--- src/rtl/nmi_pkg.sv ---
package nmi_pkg;
  typedef enum logic [1:0] {
    RT_OFF  = 2'b00,
    RT_SCI  = 2'b01,
    RT_NMI  = 2'b10,
    RT_OFF2 = 2'b11
  } route_e;

  localparam logic [1:0] A_CTRL   = 2'd0;
  localparam logic [1:0] A_STATUS = 2'd1;
  localparam logic [1:0] A_ROUTE  = 2'd2;
  localparam logic [1:0] A_DIR    = 2'd3;

  localparam int IDX_SERR   = 0;
  localparam int IDX_IOCHK  = 1;
  localparam int IDX_PARITY = 2;
  localparam int IDX_GPIO0  = 3;

  function automatic logic route_is_nmi(input logic [1:0] f);
    return route_e'(f) == RT_NMI;
  endfunction

  function automatic logic route_is_sci(input logic [1:0] f);
    return route_e'(f) == RT_SCI;
  endfunction
endpackage

--- src/rtl/nmi_sync.sv ---
module nmi_sync #(
  parameter int W = 19
) (
  input  logic         clk,
  input  logic         rst_n,
  input  logic [W-1:0] d,
  output logic [W-1:0] q
);
  logic [W-1:0] meta;

  always_ff @(posedge clk or negedge rst_n) begin
    if (!rst_n) begin
      meta <= '0;
      q    <= '0;
    end else begin
      meta <= d;
      q    <= meta;
    end
  end
endmodule

--- src/rtl/nmi_status.sv ---
module nmi_status #(
  parameter int N = 19
) (
  input  logic         clk,
  input  logic         rst_n,
  input  logic [N-1:0] lvl,
  input  logic [N-1:0] qual,
  input  logic [N-1:0] clr,
  output logic [N-1:0] set_evt,
  output logic [N-1:0] status
);
  logic [N-1:0] prev;

  assign set_evt = lvl & ~prev & qual;

  always_ff @(posedge clk or negedge rst_n) begin
    if (!rst_n) begin
      prev   <= '0;
      status <= '0;
    end else begin
      prev   <= lvl;
      status <= (status & ~clr) | set_evt;
    end
  end

  // a status bit only rises after a detected qualifying edge
  assert_set_needs_edge_R2: assert property (@(posedge clk) disable iff (!rst_n)
    (status & ~$past(status) & ~$past(set_evt)) == '0);

  // a cleared bit with no simultaneous event reads 0 next cycle
  assert_clear_drops_R9: assert property (@(posedge clk) disable iff (!rst_n)
    (status & $past(clr & ~set_evt)) == '0);
endmodule

--- src/rtl/nmi_pulse.sv ---
module nmi_pulse (
  input  logic clk,
  input  logic rst_n,
  input  logic req,
  output logic pulse
);
  logic req_q;

  always_ff @(posedge clk or negedge rst_n) begin
    if (!rst_n) req_q <= 1'b0;
    else        req_q <= req;
  end

  assign pulse = req & ~req_q;

  // the pulse lasts exactly one cycle
  assert_nmi_single_R7: assert property (@(posedge clk) disable iff (!rst_n)
    pulse |=> !pulse);
endmodule

--- src/rtl/nmi_router.sv ---
module nmi_router #(
  parameter int NG = 16,
  parameter int DW = 32
) (
  input  logic          clk,
  input  logic          rst_n,
  input  logic          serr_n,
  input  logic          iochk_n,
  input  logic          par_err,
  input  logic [NG-1:0] gpio_in,
  input  logic          reg_wr,
  input  logic [1:0]    reg_addr,
  input  logic [DW-1:0] reg_wdata,
  output logic [DW-1:0] reg_rdata,
  output logic          nmi,
  output logic          sci
);
  import nmi_pkg::*;

  localparam int NS = IDX_GPIO0 + NG;
  localparam int RW = 2 * NG;

  logic            err_to_sci, par_en;
  logic [RW-1:0]   gp_route;
  logic [NG-1:0]   gp_dir;
  logic [NS-1:0]   raw, lvl, qual, clr, set_evt, status;
  logic [NS-1:0]   nmi_mask, sci_mask;
  logic            nmi_req;

  assign raw = {gpio_in, par_err, ~iochk_n, ~serr_n};

  nmi_sync #(.W(NS)) u_sync (
    .clk(clk), .rst_n(rst_n), .d(raw), .q(lvl)
  );

  always_comb begin
    qual       = '0;
    nmi_mask   = '0;
    sci_mask   = '0;
    qual[IDX_SERR]       = 1'b1;
    qual[IDX_IOCHK]      = 1'b1;
    qual[IDX_PARITY]     = par_en;
    nmi_mask[IDX_SERR]   = ~err_to_sci;
    nmi_mask[IDX_IOCHK]  = ~err_to_sci;
    nmi_mask[IDX_PARITY] = 1'b1;
    sci_mask[IDX_SERR]   = err_to_sci;
    sci_mask[IDX_IOCHK]  = err_to_sci;
  end

  for (genvar g = 0; g < NG; g++) begin : g_gpio
    logic is_nmi, is_sci;
    assign is_nmi = route_is_nmi(gp_route[2*g +: 2]);
    assign is_sci = route_is_sci(gp_route[2*g +: 2]);
    always_comb begin
      qual_gp[g] = gp_dir[g] & (is_nmi | is_sci);
      nmi_gp[g]  = is_nmi;
      sci_gp[g]  = is_sci;
    end
  end

  logic [NG-1:0] qual_gp, nmi_gp, sci_gp;
  logic [NS-1:0] qual_all, nmi_all, sci_all;

  assign qual_all = {qual_gp, qual[IDX_GPIO0-1:0]};
  assign nmi_all  = {nmi_gp, nmi_mask[IDX_GPIO0-1:0]};
  assign sci_all  = {sci_gp, sci_mask[IDX_GPIO0-1:0]};

  assign clr = (reg_wr && reg_addr == A_STATUS) ? reg_wdata[NS-1:0] : '0;

  nmi_status #(.N(NS)) u_status (
    .clk(clk), .rst_n(rst_n), .lvl(lvl), .qual(qual_all), .clr(clr),
    .set_evt(set_evt), .status(status)
  );

  assign nmi_req = |(status & nmi_all);
  assign sci     = |(status & sci_all);

  nmi_pulse u_pulse (
    .clk(clk), .rst_n(rst_n), .req(nmi_req), .pulse(nmi)
  );

  always_ff @(posedge clk or negedge rst_n) begin
    if (!rst_n) begin
      err_to_sci <= 1'b0;
      par_en     <= 1'b0;
      gp_route   <= '0;
      gp_dir     <= '1;
    end else if (reg_wr) begin
      case (reg_addr)
        A_CTRL: begin
          err_to_sci <= reg_wdata[0];
          par_en     <= reg_wdata[1];
        end
        A_ROUTE: gp_route <= reg_wdata[RW-1:0];
        A_DIR:   gp_dir   <= reg_wdata[NG-1:0];
        default: ;
      endcase
    end
  end

  always_comb begin
    reg_rdata = '0;
    case (reg_addr)
      A_CTRL:   reg_rdata[1:0]    = {par_en, err_to_sci};
      A_STATUS: reg_rdata[NS-1:0] = status;
      A_ROUTE:  reg_rdata[RW-1:0] = gp_route;
      default:  reg_rdata[NG-1:0] = gp_dir;
    endcase
  end

  // a pulse only appears while an NMI-routed bit is pending
  assert_nmi_has_source_R7: assert property (@(posedge clk) disable iff (!rst_n)
    nmi |-> (status & nmi_all) != '0);

  // nothing pending means SCI low
  assert_sci_idle_R8: assert property (@(posedge clk) disable iff (!rst_n)
    (status == '0) |-> !sci);

  // parity bit cannot become pending while its enable was off
  assert_parity_gated_R5: assert property (@(posedge clk) disable iff (!rst_n)
    (!$past(par_en) && !$past(status[IDX_PARITY])) |-> !status[IDX_PARITY]);
endmodule

--- config.mk ---
export PLATFORM = sky130hd
export DESIGN_NAME = nmi_router
export DESIGN_NICKNAME = d
export VERILOG_FILES = /design/src/rtl/nmi_pkg.sv /design/src/rtl/nmi_sync.sv /design/src/rtl/nmi_status.sv /design/src/rtl/nmi_pulse.sv /design/src/rtl/nmi_router.sv
export SDC_FILE = /design/constraint.sdc
export NUM_CORES = 1
export LEC_CHECK = 0
export BUFFER_PORTS_ARGS = -buffer_cell sky130_fd_sc_hd__buf_2
export CELL_PAD_IN_SITES_DETAIL_PLACEMENT = 1
export CELL_PAD_IN_SITES_GLOBAL_PLACEMENT = 2
export CORE_UTILIZATION = 41
export DETAILED_ROUTE_END_ITERATION = 10
export PLACE_DENSITY = 0.95
export SLEW_MARGIN = 5
export SYNTH_ARGS = -nofsm -noshare
export SYNTH_HDL_FRONTEND = slang
export SYNTH_SLANG_ARGS = --single-unit
--- constraint.sdc ---
create_clock -name clk -period 4.3 [get_ports clk]
set_input_delay 0.86 -clock clk [delete_from_list [all_inputs] [get_ports clk]]
set_output_delay 0.86 -clock clk [all_outputs]
set_load 0.005 [all_outputs]
==> summary.md <==
| Metric | Value |
|---|---|
| Nets | 615 |
| Post-Synth Simple-Gate Area | 0.08062 |
| Worst EP arrival | 2380 ps |
| Vias in the first global route | a little over 4000 |
| Layout cells sized above 1 | 0.3028 |
| Post-DP HPWL | 9952 µm |
| ANT nets after route | 0 |
| Die Y | between 100 and 150 µm |
| Syn Nets | 514 |
| Fin Clk Skew | 9.723 ps |
| DRC viols | 0 |
| CP Max Fanout | 17 |
| Routability cong. | 0.8002 |
| WS Path Type | primary input to primary output |
| Routed WL per cell | around 20 µm |
| Placed Instances | 675 |
| P&R area growth vs syn | 22.18% |
| Clock latency on the worst-skew pair | 420 ps |
| Non-Filler Instances | 707 |
| First-pass GRT wire length | 22220 µm |
| DRT Pass-1 Iters | 5 |
| Buffer depth of the longest clock path | 2 |
| Status | finished, final reports clean |
| RSZ-0062 raised after global routing | no |
| Mapped Avg Cell Area | 12.87 µm² |
| N_diodes | 0 |
| Root buf cell | clkbuf_16 |
| Worst hold path type | flip-flop to flip-flop |
| Post-cts sizing count | 0 |
| Largest net degree at the start of global routing | a little under 70 |
| Post-Route WL | 13790 µm |
| Highest cell delay on the worst timing path | about 670 ps |
| Post-Synth XOR/XNOR Area | 0 |
| Die W | 116.9 µm |
| Power per cell area | 533.4 mW/mm² |
| Setup crit end kind | primary output |
| Die area | 0.01368 mm² |
| Vias after detailed routing | about 3700 |
| Clock-pin transition on the worst setup and hold timing paths | 50 ps |
| Placeable core area | 0.01277 mm² |
| Slack of the critical path | 1061 ps |
| Fraction of the mapped netlist area in compound gates | 0.09379 |
| Final period utilization | 0.7533 |
| VDD IR max | just over 0.3 mV |
| Crit-path cells | buf_2 > inv_1 > ha_1 > a22oi_1 > o21ai_0 > buf_2 |
| Crit-path slowest cell | ha_1 |
| Sum of negative setup slack | 0 ps |
| Largest family of logic cells by synthesized area | multiplexers |
| Post-synthesis mux area share | 0.1076 |
| Final hold vios | 0 |
| Syn. warnings | 0 |
| Netlist cell types | 29 |
| DR iter-0 viols | 190 |
| GRT Total Usage | 0.2275 |
| Vias per cell | around 5.2 |
| Post-synthesis adder-cell area fraction | 0.08547 |
| Num rows | 41 |
| Seq cells post-synth | 127 |
| Largest area contributor in the netlist | dfrtp_1 |
| CTS sink cnt | 127 |
| DP Area | 0.006062 mm² |
| Most frequent CP cell | buf_2 |
| Crit path time final | 3239 ps |
| GR Overflow Total | 0 |
| Final Slew Violations | 0 |
| Mapped Area | 0.005416 mm² |
| Sequential fraction of the synthesis area | 0.5904 |
| H-tree Lvls | 4 |
| CTS tree | done |
| Port buffer count | 89 |
| Initial core utilization | 0.4240 |
| Setup violations, final | 0 |
| Fmax achieved | 0.3087 GHz |
| CP Data Required Time | 3440 ps |
| Place WS | 1026 ps |
| TritonCTS buffer count | 17 |
| # hold bufs at CTS | 0 |
| Maxcap violations | 0 |
| Design Area, Final | ~0.0066 mm² |
| Initial antenna violation count | 0 |
| # IOs | 90 |
| Top cell type's share of synthesized area | 0.5128 |
| Mapped Cells | ~420 |
| Worst setup SP type | primary input |
| WHS | 341.2 ps |
| Top cells by area, synth | dfrtp_1 51%, ha_1 8.5%, dfstp_2 7.8% |
| Setup bufs post-CTS | 0 |
| Total leakage power | approximately 3.3 nW |
| Slew at the pin closest to its max-slew limit | 906.2 ps |
| Relative slew margins | 0.3959 |
-- layer usage --
layer  vias up  part of all wire  global-route usage
li1       1659                 -                   -
met1      1898              0.42              0.2808
met2       109              0.52              0.3905
met3        17             0.041             0.04634
met4         0             0.019             0.09451
met5         -                 0                   0
-- final cells by class --
| cell class | instances | area [µm²] |
|---|---|---|
| Fill cell | 1331 | 6156 |
| Sequential cell | 127 | 3198 |
| Clock buffer | 25 | 495.5 |
| Multi-Input combinational cell | 238 | 1991 |
| Timing Repair Buffer | 96 | 500.5 |
| Clock inverter | 7 | 60.06 |
| Inverter | 42 | 157.7 |
| Tap cell | 172 | 215.2 |
-- worst max-delay path: cells and delay by family --
| family | cells | cell delay (ps) |
|---|---|---|
| buffers and inverters | 3 | 370 |
| AO/OA/AOI/OAI | 2 | 470 |
| adder cells (fa/ha/maj) | 1 | 670 |
-- placed cells by master, fill, tap and decap left out, types with 6 or more instances in the layout --
cell type  count
a22oi_1       23
a21o_1        14
o21ai_0       18
ha_1          37
mux2_2        20
inv_1         42
buf_2         88
nor4bb_1      14
mux2_1        30
nand2_1       40
and2_1        14
dfrtp_1      111
clkbuf_16     17
buf_4          8
clkinv_2       6
dfstp_2       16
-- worst paths after layout --
kind / startpoint / endpoint / slack (ps) / cells past startpoint
worst min register to register: u_sync.meta[8] / u_sync.q[8] / 340 / 0
worst min-delay path: u_sync.meta[8] / u_sync.q[8] / 340 / 0
worst max-delay path: reg_addr[1] / reg_rdata[4] / 1060 / 6
min in group asynchronous: rst_n / u_sync.meta[7] / 550 / 1
max in group asynchronous: rst_n / gp_dir[14] / 2720 / 2
worst max register to register: gp_route[0] / u_pulse.req_q / 2830 / 6
-- synth_stat cells, drive strengths merged --
cell and number:
a21o 14, a21oi 1, a221oi 4, a222oi 3
a22o 4, a22oi 23, a31oi 1, and2 14
and3 2, buf 10, clkbuf 4, dfrtp 111
dfstp 16, ha 37, inv 42, mux2 50
mux2i 2, nand2 42, nand3 1, nand4 1
nor2 1, nor2b 3, nor4bb 14, o2111a 1
o21ai 18, o41ai 2
-- state kept, by name, indices dropped and copies added (netlist names) --
| signal | cells |
|---|---|
| err_to_sci | 1 |
| gp_dir | 16 |
| gp_route | 32 |
| par_en | 1 |
| u_pulse.req_q | 1 |
| u_status.prev | 19 |
| u_status.status | 19 |
| u_sync.meta | 19 |
| u_sync.q | 19 |
-- power by group --
group	switching, mW	leakage [nW]	internal, mW
Clock	0.488	0.281	0.849
Combinational	0.269	1.51	0.291
Sequential	0.223	1.46	1.41
Total	0.980	3.25	2.55
-- through the flow --
stage | total power [mW] | util
after floorplan | 1.902 | -
after global placement | 2.163 | 0.4746
after detailed placement | 2.216 | 0.4746
after CTS | 3.569 | 0.5181
after global routing | 3.709 | 0.5181
final | 3.530 | 0.5181
-- kinds of logic (layout without fill, tap and decap cells) --
logic type	after synthesis	in the layout
adders and majority gates	37	37
DFF	127	127
muxes	52	52
and+or+nand+nor	78	78
AOI/OAI and AO/OA	71	71
buffers and inverters	56	170
No activity file was read; power rests on OpenSTA's default activity.
